[config.mk]
export PLATFORM = sky130hd
export DESIGN_NAME = cfg_readback_ctrl
export DESIGN_NICKNAME = d
export VERILOG_FILES = /design/src/rtl/cfg_rb_pkg.sv /design/src/rtl/cfg_rb_window.sv /design/src/rtl/cfg_rb_mux.sv /design/src/rtl/cfg_readback_ctrl.sv
export SDC_FILE = /design/constraint.sdc
export NUM_CORES = 1
export LEC_CHECK = 0
export BUFFER_PORTS_ARGS = -buffer_cell sky130_fd_sc_hd__buf_4
export CORE_AREA = 2 2 59 50
export CTS_CLUSTER_DIAMETER = 200
export CTS_CLUSTER_SIZE = 28
export DETAILED_ROUTE_END_ITERATION = 10
export DIE_AREA = 0 0 61 52
export GPL_TIMING_DRIVEN = 0
export PLACE_DENSITY = 0.77
export SYNTH_ARGS = -nofsm -noshare
export SYNTH_HDL_FRONTEND = slang
export SYNTH_HIERARCHICAL = 1
export SYNTH_SLANG_ARGS = --single-unit
[constraint.sdc]
create_clock -name clk -period 2 [get_ports clk]
set_input_delay 0.1 -clock clk [delete_from_list [all_inputs] [get_ports clk]]
set_output_delay 0.1 -clock clk [all_outputs]
set_load 0.02 [all_outputs]
[src/rtl/cfg_rb_pkg.sv]
package cfg_rb_pkg;

  typedef enum logic [1:0] {
    SEL_FUSE_LO  = 2'd0,
    SEL_LOCK     = 2'd1,
    SEL_FUSE_EXT = 2'd2,
    SEL_FUSE_HI  = 2'd3
  } cfg_sel_e;

  // Last age value a window may reach before it closes.
  function automatic int unsigned win_limit(input logic rb_mode,
                                            input int unsigned ld_win,
                                            input int unsigned st_win);
    return rb_mode ? (ld_win - 1) : (st_win - 1);
  endfunction

  // Stored bits are "programmed" flags; readback inverts them.
  function automatic logic [7:0] cfg_byte(input logic [15:0] ptr,
                                          input logic [7:0]  lo,
                                          input logic [7:0]  hi,
                                          input logic [7:0]  ext,
                                          input logic [1:0]  lock);
    logic [7:0] r;
    if (ptr[15:2] != '0) begin
      r = 8'hFF;
    end else begin
      unique case (cfg_sel_e'(ptr[1:0]))
        SEL_FUSE_LO:  r = ~lo;
        SEL_LOCK:     r = {6'h3F, ~lock};
        SEL_FUSE_EXT: r = ~ext;
        default:      r = ~hi;
      endcase
    end
    return r;
  endfunction

endpackage

[src/rtl/cfg_rb_window.sv]
module cfg_rb_window
  import cfg_rb_pkg::*;
#(
  parameter int unsigned LD_WIN = 3,
  parameter int unsigned ST_WIN = 4,
  parameter int unsigned EN_BIT = 0,
  parameter int unsigned RB_BIT = 3
) (
  input  logic       clk,
  input  logic       rst_n,
  input  logic       ctl_wr,
  input  logic [7:0] ctl_wdata,
  input  logic       ee_busy,
  input  logic       ld_strobe,
  input  logic       st_strobe,
  output logic       rb_open,
  output logic       en_bit,
  output logic       ld_hit
);

  localparam int unsigned WMAX = (LD_WIN > ST_WIN) ? LD_WIN : ST_WIN;
  localparam int unsigned AW   = $clog2(WMAX) + 1;

  logic          en_q, rb_q;
  logic [AW-1:0] age_q;
  logic          ctl_accept, expire, consume;
  logic [AW-1:0] limit;

  assign ctl_accept = ctl_wr && !ee_busy;
  assign rb_open    = en_q && rb_q;
  assign en_bit     = en_q;
  assign ld_hit     = rb_open && ld_strobe;
  assign limit      = AW'(win_limit(rb_q, LD_WIN, ST_WIN));
  assign expire     = en_q && (age_q == limit);
  assign consume    = ld_hit || (en_q && st_strobe);

  always_ff @(posedge clk or negedge rst_n) begin
    if (!rst_n) begin
      en_q  <= 1'b0;
      rb_q  <= 1'b0;
      age_q <= '0;
    end else if (ctl_accept) begin
      en_q  <= ctl_wdata[EN_BIT];
      rb_q  <= ctl_wdata[EN_BIT] && ctl_wdata[RB_BIT];
      age_q <= '0;
    end else if (consume || expire) begin
      en_q  <= 1'b0;
      rb_q  <= 1'b0;
      age_q <= '0;
    end else if (en_q) begin
      age_q <= age_q + 1'b1;
    end
  end

  AST_AGE_BOUND: assert property (@(posedge clk) disable iff (!rst_n)
    rb_open |-> (age_q < AW'(LD_WIN)));

  AST_HIT_CLOSES: assert property (@(posedge clk) disable iff (!rst_n)
    (ld_hit && !ctl_wr) |=> !rb_open);

  AST_BUSY_BLOCKS: assert property (@(posedge clk) disable iff (!rst_n)
    (ee_busy && !en_q) |=> !en_q);

  AST_STORE_CLOSES: assert property (@(posedge clk) disable iff (!rst_n)
    (en_q && st_strobe && !ctl_wr) |=> !en_q);

endmodule

[src/rtl/cfg_rb_mux.sv]
module cfg_rb_mux
  import cfg_rb_pkg::*;
#(
  parameter int unsigned PTR_W = 16
) (
  input  logic             clk,
  input  logic             rst_n,
  input  logic             ld_strobe,
  input  logic             ld_hit,
  input  logic [PTR_W-1:0] ld_ptr,
  input  logic [7:0]       flash_data,
  input  logic [7:0]       prog_lo,
  input  logic [7:0]       prog_hi,
  input  logic [7:0]       prog_ext,
  input  logic [1:0]       prog_lock,
  output logic [7:0]       rd_data,
  output logic             rd_valid,
  output logic             rd_cfg
);

  logic [7:0] cfg_val;
  logic       lock_sel_q;

  assign cfg_val = cfg_byte(16'(ld_ptr), prog_lo, prog_hi, prog_ext, prog_lock);

  always_ff @(posedge clk or negedge rst_n) begin
    if (!rst_n) begin
      rd_data    <= '0;
      rd_valid   <= 1'b0;
      rd_cfg     <= 1'b0;
      lock_sel_q <= 1'b0;
    end else begin
      rd_valid <= ld_strobe;
      if (ld_strobe) begin
        rd_data    <= ld_hit ? cfg_val : flash_data;
        rd_cfg     <= ld_hit;
        lock_sel_q <= ld_hit && (ld_ptr == PTR_W'(1));
      end
    end
  end

  AST_VALID_RISE: assert property (@(posedge clk) disable iff (!rst_n)
    ld_strobe |=> rd_valid);

  AST_VALID_PULSE: assert property (@(posedge clk) disable iff (!rst_n)
    !ld_strobe |=> !rd_valid);

  AST_LOCK_PAD: assert property (@(posedge clk) disable iff (!rst_n)
    (rd_valid && lock_sel_q) |-> (rd_data[7:2] == 6'h3F));

  AST_FLASH_PASS: assert property (@(posedge clk) disable iff (!rst_n)
    (ld_strobe && !ld_hit) |=> (rd_data == $past(flash_data)));

endmodule

[src/rtl/cfg_readback_ctrl.sv]
module cfg_readback_ctrl #(
  parameter int unsigned LD_WIN = 3,
  parameter int unsigned ST_WIN = 4
) (
  input  logic        clk,
  input  logic        rst_n,
  input  logic        ctl_wr,
  input  logic [7:0]  ctl_wdata,
  input  logic        ee_busy,
  input  logic        ld_strobe,
  input  logic [15:0] ld_ptr,
  input  logic [7:0]  flash_data,
  input  logic        st_strobe,
  input  logic [7:0]  prog_lo,
  input  logic [7:0]  prog_hi,
  input  logic [7:0]  prog_ext,
  input  logic [1:0]  prog_lock,
  output logic [7:0]  rd_data,
  output logic        rd_valid,
  output logic        rd_cfg,
  output logic        win_open,
  output logic        spe_bit
);

  logic ld_hit;

  cfg_rb_window #(
    .LD_WIN(LD_WIN), .ST_WIN(ST_WIN), .EN_BIT(0), .RB_BIT(3)
  ) u_win (
    .clk(clk), .rst_n(rst_n), .ctl_wr(ctl_wr), .ctl_wdata(ctl_wdata),
    .ee_busy(ee_busy), .ld_strobe(ld_strobe), .st_strobe(st_strobe),
    .rb_open(win_open), .en_bit(spe_bit), .ld_hit(ld_hit)
  );

  cfg_rb_mux #(.PTR_W(16)) u_mux (
    .clk(clk), .rst_n(rst_n), .ld_strobe(ld_strobe), .ld_hit(ld_hit),
    .ld_ptr(ld_ptr), .flash_data(flash_data), .prog_lo(prog_lo),
    .prog_hi(prog_hi), .prog_ext(prog_ext), .prog_lock(prog_lock),
    .rd_data(rd_data), .rd_valid(rd_valid), .rd_cfg(rd_cfg)
  );

  AST_NO_SPURIOUS_CFG: assert property (@(posedge clk) disable iff (!rst_n)
    (ld_strobe && !win_open) |=> !rd_cfg);

endmodule

==> results of run 1 <==
==> cells by family after synthesis <==
logic type / synth area share, %
and+or+nand+nor: 15.04
buffers and inverters: 7.583
DFF: 38.56
xor gates and xnor gates: 1.671
adders and majority gates: 1.285
muxes: 12.73
AOI/OAI and AO/OA: 23.14
==> registers in the layout, indices dropped and copies added (netlist names) <==
name	count
u_win/rb_q	1
u_mux/rd_cfg	1
u_mux/rd_valid	1
u_mux/rd_data	8
u_win/en_bit	1
u_win/age_q	3
==> worst max-delay path: stages (launching register included) <==
cell      delay, ns
dfrtp_1        0.35
clkbuf_4       0.20
nand3_2        0.13
inv_1          0.08
clkbuf_4       0.21
nor3b_4        0.25
nand4_4        0.20
o221ai_1       0.22
o21ai_0        0.11
==> synth_stat cells (all sizes together) <==
| library cell | n | area, um^2 |
|---|---|---|
| a21oi | 4 | 23.77 |
| a22oi | 6 | 45.04 |
| a31oi | 1 | 6.260 |
| and2 | 1 | 7.510 |
| and4b | 1 | 10.01 |
| and4bb | 1 | 12.51 |
| buf | 3 | 21.27 |
| clkbuf | 3 | 11.26 |
| dfrtp | 15 | 375.4 |
| ha | 1 | 12.51 |
| inv | 11 | 41.29 |
| mux2 | 7 | 78.83 |
| mux4 | 2 | 45.04 |
| nand2 | 2 | 7.510 |
| nand2b | 4 | 25.02 |
| nand3 | 2 | 10.01 |
| nand4 | 1 | 12.51 |
| nor2 | 1 | 3.750 |
| nor2b | 3 | 18.77 |
| nor3b | 2 | 20.02 |
| nor4 | 3 | 18.77 |
| o2111ai | 1 | 15.01 |
| o21ai | 12 | 63.81 |
| o221ai | 6 | 52.55 |
| o22ai | 3 | 18.77 |
| xnor2 | 1 | 16.27 |
==> metrics by stage <==
step,std cells,power [uW],hold WS (ns),utilization (%),worst slack [ns]
floorplan,97,461.5,-0.1956,-,0.2275
detailed placement,202,600.0,-0.03407,58.25,0.08466
global route,208,821.3,0.08272,61.45,-0.02517
CTS,208,774.8,0.08522,60.02,0.06916
global placement,202,592.4,-0.03395,58.25,0.1524
finish,208,770.7,0.08117,61.45,0.1100
==> per-layer routing <==
layer  track usage, %  share of wire (%)
met1            20.40                 37
met2            34.95                 56
met3            4.726                6.3
met4            5.435               0.41
met5                0                  0
==> repair_timing <==
item                                    4_1_cts  5_1_grt
hold buffers                                  2        0
endpoints found under the setup margin        0        8
hold endpoints to repair                     16        0
resized for setup                             0        7
==> layout make-up <==
type,instances,area (um^2),area share (%)
multi-input cells,65,556.8,34.63
repair buffers,69,523.0,32.53
flip-flops and latches,15,375.4,23.35
well taps,38,47.55,2.957
inverters,11,41.29,2.568
plain buffers,6,37.54,2.335
clock buffers,4,26.28,1.634
==> power breakdown <==
part / internal [uW] / switching [uW] / total [uW]
registers: 326 / 18.6 / 345
clock network: 77.3 / 90.3 / 168
logic: 148 / 111 / 258
==> how the worst max path moves through the flow <==
stage / slack [ns] / depth (start not counted) / endpoint
6_report: 0.11 / 8 / u_mux/rd_data[7]
3_3_place_gp: 0.15 / 8 / u_mux/rd_data[7]
5_1_grt: -0.03 / 8 / u_mux/rd_data[6]
3_5_place_dp: 0.08 / 8 / u_mux/rd_data[7]
4_1_cts: 0.07 / 8 / u_mux/rd_data[7]
2_1_floorplan: 0.23 / 8 / u_mux/rd_data[4]
==> impl_metrics.csv, run 1 <==
group,metric,value,unit
run_status,status,"finished, final reports clean",
global_route,grt_pass1_vias,1022,
clocking,cts_made_buffers,3,
routing,drt-wirelength-per-cell,14.00,um
worst_setup_path,r2r_start,"u_win/en_bit",
clocking,clk_pin_slew,0.08,ns
worst_setup_path,crit_type,"register to register",
floorplan,fp.dieArea,0.003172,mm^2
synth,ys_ff_latch,15,
worst_setup_path,cp-start-kind,"register",
routing,vias_per_cell,5.029,
clocking,cts_tree,"built",
layout,drive_above_1_share,54.12,%
clocking,worst_skew_pair.late_latency,0.28,ns
timing,worst_slew_pin_slew,0.5515,ns
power_and_ir_drop,p_per_area,479.4,mW/mm^2
power_and_ir_drop,vdd_drop_max,0.0003957,V
timing,drv_slew,0,
clocking,post-cts-setup-buffer-count,0,
timing,slew_headroom,62.89,%
floorplan,initial_core_util,37.21,%
floorplan,pin_count,76,
routing,drtIter0Drc,29,
clocking,cts_buffer_depth,2,
global_route,grt_first_pass_wirelength,4.347,mm
layout,fin_nets,236,
layout,final_cell_mix,"67 x buf_4, 15 x dfrtp_1, 11 x inv_1",
global_route,grt_max_degree,16,
timing,setup_viol,0,
synth,syn_area,973.4,um^2
timing,clock.fmax,529.1,MHz
layout,layout_commonest_cell,"buf_4",
power_and_ir_drop,p_leak,0.0007798,uW
layout,final_area,0.001608,mm^2
worst_setup_path,worstRegToRegCells,8,
worst_setup_path,crit_arrival,2.04,ns
synth,synth.distinct_cells,31,
placement,dp_hpwl,2.368,mm
worst_setup_path,required,2.15,ns
placement,io_buffers,67,
placement,place_area,0.001524,mm^2
run,max_cap_viol_count,0,
min_path,min-delay-start,"flash_data[2]",
worst_setup_path,crit_start,"u_win/en_bit",
global_route,antenna_found_initial,0,
worst_setup_path,r2r_slack,0.11,ns
synth,syn_inst,97,
timing,finalSetupTns,0,ns
floorplan,coreArea,0.002616,mm^2
clocking,cts-root-buf,"clkbuf_4",
synth,syn_area_per_cell,10.04,um^2
floorplan,std_cell_rows,17,
timing,hold_viol,0,
routing,wl,2.913,mm
routing,drt.antenna.violating_nets,0,
layout,syn2layout_area_growth,65.17,%
synth,yosysSeqAreaShare,38.56,%
routing,drcViolationCount,0,
floorplan,die_y,52,um
worst_setup_path,path_max_fanout,10,
global_route,grtUsageTotal,18.68,%
synth,syn-num-nets,162,
routing,dr.pass1.iters,4,
global_route,overflow,0,
layout,fillers,231,
worst_setup_path,regToRegEndpoint,"u_mux/rd_data[7]",
placement,gp_congestion,0.7903,
min_path,holdPathEnd,"u_mux/rd_data[2]",
synth,yosys_warnings,6,
layout,n_antenna_cell,0,
worst_setup_path,cp-end-kind,"register",
min_path,worstHoldPathType,"input port to register",
min_path,worstHoldPathCells,3,
timing,skew,0.001938,ns
routing,vias,1046,
clocking,htreeDepth,1,
timing,min_period_over_period,94.50,%
timing,period_minus_slack,1.890,ns
clocking,clock_sinks,15,
floorplan,die_x,61,um
No activity file was read; power rests on OpenSTA's default activity.
==> run 2, diff against run 1 <==
Settings changed: CORE_AREA 2 2 59 50 to 2 2 57 49, DIE_AREA 0 0 61 52 to 0 0 59 51, PLACE_DENSITY 0.77 to 0.81.
Clock period 2 ns to 2.39 ns, I/O delays scaled along.
==> run 2 against run 1 <==
Effect of this change: clock skew about the same; critical path depth unchanged; critical endpoint is now u_mux/rd_data[5]; sequential share of layout area rose by 0.75 points; wire length rose by 2.2%; core utilization is 0.61 points higher; largest cell class unchanged; flip-flop and latch count is the same; sequential power shrank 17%; non-clock buffer count did not move; via count grew 1.1%; highest routed layer unchanged.
==> impl_metrics.csv, run 2 (synthesis gave the netlist of run 1 again) <==
group,metric,value,unit
layout,final_cell_mix,"67 x buf_4, 15 x dfrtp_1, 11 x inv_1",
timing,finalSetupTns,0,ns
clocking,worst_skew_pair.late_latency,0.28,ns
clocking,cts-root-buf,"clkbuf_4",
routing,drt.antenna.violating_nets,0,
worst_setup_path,required,2.54,ns
power_and_ir_drop,seqPwrFrac,44.4,%
timing,worst_slew_pin_slew,0.3917,ns
worst_setup_path,path_max_fanout,10,
power_and_ir_drop,power.share.clock,22.6,%
power_and_ir_drop,vdd_drop_max,0.0003564,V
layout,largest_register,"u_mux/rd_data",
power_and_ir_drop,combPwrFrac,33.0,%
placement,gp_congestion,0.8163,
min_path,worstHoldPathType,"input port to register",
power_and_ir_drop,p_sw_share,29.10,%
global_route,grt_pass1_vias,1058,
global_route,overflow,0,
timing,fin_ws,0.4075,ns
timing,hold_viol,0,
global_route,grtUsageTotal,20.75,%
floorplan,die_y,51,um
worst_setup_path,crit_type,"register to register",
worst_setup_path,worstRegToRegCells,8,
floorplan,std_cell_rows,17,
run,max_cap_viol_count,0,
timing,clock.fmax,504.4,MHz
power_and_ir_drop,p_leak,0.0007710,uW
power_and_ir_drop,p_per_area,416.0,mW/mm^2
layout,layout_commonest_cell,"buf_4",
min_path,min-delay-start,"ctl_wdata[0]",
layout,fin_nets,236,
worst_setup_path,crit_start,"u_win/en_bit",
power_and_ir_drop,p_total,648.0,uW
floorplan,fp.dieArea,0.003009,mm^2
worst_setup_path,cp-end-kind,"register",
worst_setup_path,crit_arrival,2.13,ns
floorplan,coreArea,0.002510,mm^2
power_and_ir_drop,power.internal,459.5,uW
layout,n_antenna_cell,0,
clocking,cts_buffer_depth,2,
layout,reg_top3,"u_mux/rd_data: 8 flops, u_win/age_q: 3 flops",
timing,setup_viol,0,
min_path,worstHoldPathCells,3,
layout,syn2layout_area_growth,60.03,%
timing,period_minus_slack,1.982,ns
power_and_ir_drop,switchingPower,188.6,uW
routing,drtIter0Drc,42,
run_status,status,"finished, final reports clean",
clocking,htreeDepth,1,
placement,place_ws,0.4540,ns
global_route,grt_max_degree,16,
worst_setup_path,r2r_slack,0.41,ns
placement,dp_hpwl,2.470,mm
floorplan,pin_count,76,
floorplan,die_x,59,um
clocking,clock_sinks,15,
routing,vias,1058,
clocking,cts_tree,"built",
placement,io_buffers,67,
worst_setup_path,r2r_start,"u_win/en_bit",
layout,final_util,62.06,%
routing,drcViolationCount,0,
clocking,cts_resized,0,
clocking,cts_made_buffers,3,
routing,wl,2.977,mm
min_path,holdPathEnd,"u_win/en_bit",
routing,drt-wirelength-per-cell,15.04,um
clocking,clk_pin_slew,0.09,ns
timing,min_period_over_period,82.95,%
routing,vias_per_cell,5.343,
timing,skew,0.002432,ns
layout,drive_above_1_share,52.35,%
timing,rsz0062_at_grt,"no",
global_route,antenna_found_initial,0,
worst_setup_path,regToRegEndpoint,"u_mux/rd_data[5]",
routing,dr.pass1.iters,4,
worst_setup_path,cp-start-kind,"register",
layout,final_area,0.001558,mm^2
floorplan,initial_core_util,38.78,%
timing,drv_slew,0,
placement,place_area,0.001511,mm^2
timing,slew_headroom,73.89,%
layout,largest_reg_flops,8,
global_route,grt_first_pass_wirelength,4.705,mm
-- run 2: changes by cell type in the layout (fill, tap and decap cells not counted) --
cell,delta
buf_2,+2
clkbuf_4,-2
o221ai_1,+2
o221ai_2,-2
nand3_1,+1
nand3_2,-1
nand4_2,+1
nand4_4,-1
nor3b_2,+1
nor3b_4,-1
-- run 2: worst max-delay path by stage --
stage / end / depth (start not counted)
global placement: u_mux/rd_data[5] / 8
finish: u_mux/rd_data[5] / 8
floorplan: u_mux/rd_data[4] / 8
detailed placement: u_mux/rd_data[5] / 8
global route: u_mux/rd_data[5] / 8
CTS: u_mux/rd_data[5] / 8
-- run 2: what timing repair did --
action,CTS,global route
hold endpoints to repair,16,0
buffers inserted,0,0
hold buffers,2,0
-- run 2: power by group through the flow --
stage / combinational [uW] / clock, uW / sequential [uW]
floorplan: 76.7 / 0 / 309
global placement: 203 / 0 / 292
detailed placement: 211 / 0 / 293
CTS: 214 / 152 / 288
global route: 229 / 164 / 291
finish: 214 / 146 / 288
-- run 2: metrics by stage --
stage,hold WS (ns),cells
detailed placement,-0.01146,192
CTS,0.09878,198
floorplan,-0.1761,97
global route,0.09885,198
finish,0.1143,198
global placement,-0.01750,192
-- run 2: area by class of cell --
cell class	count	area (um^2)
buffer	6	32.53
clock buffer	4	26.28
fill	206	952.2
inverter	11	41.29
multi-input combinational	65	524.3
sequential	15	375.4
tap	28	35.03
timing repair buffer	69	523.0
-- run 2: critical path: stages (launching register included) --
cell      delay, ns
dfrtp_1        0.35
buf_2          0.20
nand3_1        0.16
inv_1          0.07
buf_2          0.19
nor3b_2        0.24
nand4_2        0.25
o221ai_1       0.26
o21ai_0        0.12
-- run 2: metal layers --
layer  global-route usage [%]  vias up  share of wire, %
met3                    3.291        4               3.1
li1                         -      509                 -
met4                    6.439        0              0.97
met2                    39.63       29                57
met1                    23.13      516                39
met5                        0        -                 0
==> run 3, diff against run 2 <==
Settings changed: CORE_AREA 2 2 57 49 to 2 2 62 53, DIE_AREA 0 0 59 51 to 0 0 64 55, PLACE_DENSITY 0.81 to 0.73.
Clock period 2.39 ns to 1.8 ns, I/O delays scaled along.
==> run 3 against run 2 <==
Effect of this change: first-iteration DRC count down 33%; wire length shrank 0.47%; core utilization shrank 3.5 points; combinational power grew 41%; register-to-register slack worse by 0.28 ns; clock-buffer cell count down 1; highest routed layer unchanged.
==> impl_metrics.csv, run 3 (synthesis gave the netlist of run 1 again) <==
group,metric,value,unit
clocking,cts-root-buf,"clkbuf_4",
power_and_ir_drop,p_leak,0.0008245,uW
timing,min_period_over_period,92.65,%
layout,finalNonFillerCells,218,
clocking,htreeDepth,1,
global_route,overflow,0,
timing,worst_slew_pin_slew,0.5287,ns
run,max_cap_viol_count,0,
global_route,grtUsageTotal,17.41,%
worst_setup_path,critPathMaxStageDelay,0.38,ns
routing,wl_met1,1.163,mm
clocking,clock_sinks,15,
timing,setup_viol,0,
floorplan,die_x,64,um
global_route,grt_pass1_vias,1035,
placement,dp_hpwl,2.354,mm
routing,routed-wl-met2,1.609,mm
worst_setup_path,cp-start-kind,"register",
clocking,cts_buffer_depth,2,
worst_setup_path,r2r_slack,0.13,ns
worst_setup_path,required,1.97,ns
global_route,grt_max_degree,16,
routing,top_layer,"met4",
layout,fin_nets,244,
clocking,worst_skew_pair.late_latency,0.30,ns
timing,rsz0062_at_grt,"no",
floorplan,coreArea,0.002905,mm^2
timing,slew_headroom,64.43,%
routing,vias_per_cell,4.794,
layout,syn2layout_area_growth,74.81,%
timing,finalSetupTns,0,ns
layout,largest_register,"u_mux/rd_data",
routing,drt-wirelength-per-cell,13.59,um
power_and_ir_drop,vdd_drop_max,0.0004425,V
layout,n_antenna_cell,0,
timing,hold_viol,0,
global_route,antenna_found_initial,0,
layout,final_cell_mix,"75 x buf_4, 14 x dfrtp_1, 11 x inv_1",
placement,io_buffers,67,
global_route,grt_first_pass_wirelength,4.678,mm
timing,drv_slew,0,
timing,clock.fmax,599.7,MHz
layout,reg_top3,"u_mux/rd_data: 8 flops, u_win/age_q: 3 flops",
floorplan,pin_count,76,
layout,drive_above_1_share,58.99,%
placement,gp_congestion,0.7529,
routing,drt.antenna.violating_nets,0,
worst_setup_path,cp_cell_sequence,"buf_6 -> nand3_2 -> inv_1 -> buf_6 -> nor3b_4 -> nand4_4 -> o221ai_2 -> o21ai_0",
floorplan,fp.dieArea,0.003520,mm^2
routing,drtIter0Drc,28,
layout,largest_reg_flops,8,
worst_setup_path,path_max_fanout,9,
clocking,cts_made_buffers,3,
worst_setup_path,crit_arrival,1.84,ns
worst_setup_path,critPathBufInv,3,
run_status,status,"finished, final reports clean",
clocking,cts_tree,"built",
worst_setup_path,critPathTopFamily,"simple AND/OR/NAND/NOR gates",
worst_setup_path,crit_top_cell,"buf_6",
routing,drcViolationCount,0,
routing,met3WireLength,181,um
routing,wl,2.963,mm
worst_setup_path,cp-end-kind,"register",
clocking,clk_pin_slew,0.11,ns
timing,skew,0.01723,ns
routing,dr.pass1.iters,4,
floorplan,die_y,55,um
layout,layout_commonest_cell,"buf_4",
worst_setup_path,crit_path_top_delay_cell,"dfrtp_1",
min_path,worstHoldPathType,"input port to register",
layout,final_util,58.57,%
floorplan,std_cell_rows,18,
placement,dp_cells,204,
routing,vias,1045,
timing,period_minus_slack,1.668,ns
worst_setup_path,crit_type,"register to register",
power_and_ir_drop,p_per_area,522.5,mW/mm^2
floorplan,initial_core_util,33.51,%
[run 3: timing repair]
action,CTS,global route
pin swaps,1,3
hold buffers,2,0
setup endpoints to repair,8,8
cloned,0,0
setup buffers,1,7
gates resized for setup,4,10
hold endpoints to repair,16,0
[run 3: layer usage]
metal  track usage, %  up-vias
met1            18.97      485
met3            6.478        2
met2            33.85       29
met5                0        -
li1                 -      529
met4            2.174        0
[run 3: worst register-to-register path: stages (launching register included)]
cell and delay (ns):
dfrtp_1 0.38, buf_6 0.11, nand3_2 0.09, inv_1 0.08
buf_6 0.13, nor3b_4 0.22, nand4_4 0.21, o221ai_2 0.22
o21ai_0 0.11
[run 3: layout make-up]
cell class,instances,area [um^2]
Multi-Input combinational cell,65,575.6
Timing Repair Buffer,77,583.1
Fill cell,259,1204
Inverter,11,41.29
Tap cell,40,50.05
Sequential cell,15,376.6
Buffer,6,45.04
Clock inverter,1,7.507
Clock buffer,3,22.52
[run 3: power breakdown]
group          total [uW]  internal, uW  switching, uW
Sequential            383           363           20.0
Combinational         302           175            128
Clock                 204          84.6            119
Total                 889           622            267
[run 3: path summary, 6_finish.rpt]
kind	start	end	depth (start not counted)
setup / recovery	u_win/en_bit	u_mux/rd_data[4]	8
max in group asynchronous	rst_n	u_mux/rd_data[5]	2
min in group asynchronous	rst_n	u_mux/rd_valid	2
hold / removal	ctl_wdata[0]	u_win/en_bit	3
setup reg to reg	u_win/en_bit	u_mux/rd_data[4]	8
hold reg to reg	u_mux/rd_data[5]	u_mux/rd_data[5]	2
[run 3: metrics by stage]
step	hold slack (ns)	setup slack (ns)	total power (uW)	area, um^2
finish	0.05659	0.1324	889.1	1702
global route	0.05807	0.001540	939.8	1702
CTS	0.04619	0.002644	884.3	1600
detailed placement	-0.04276	-0.1200	666.5	1526
global placement	-0.04453	-0.06312	658.3	1526
floorplan	-0.2056	0.02749	512.8	973.4
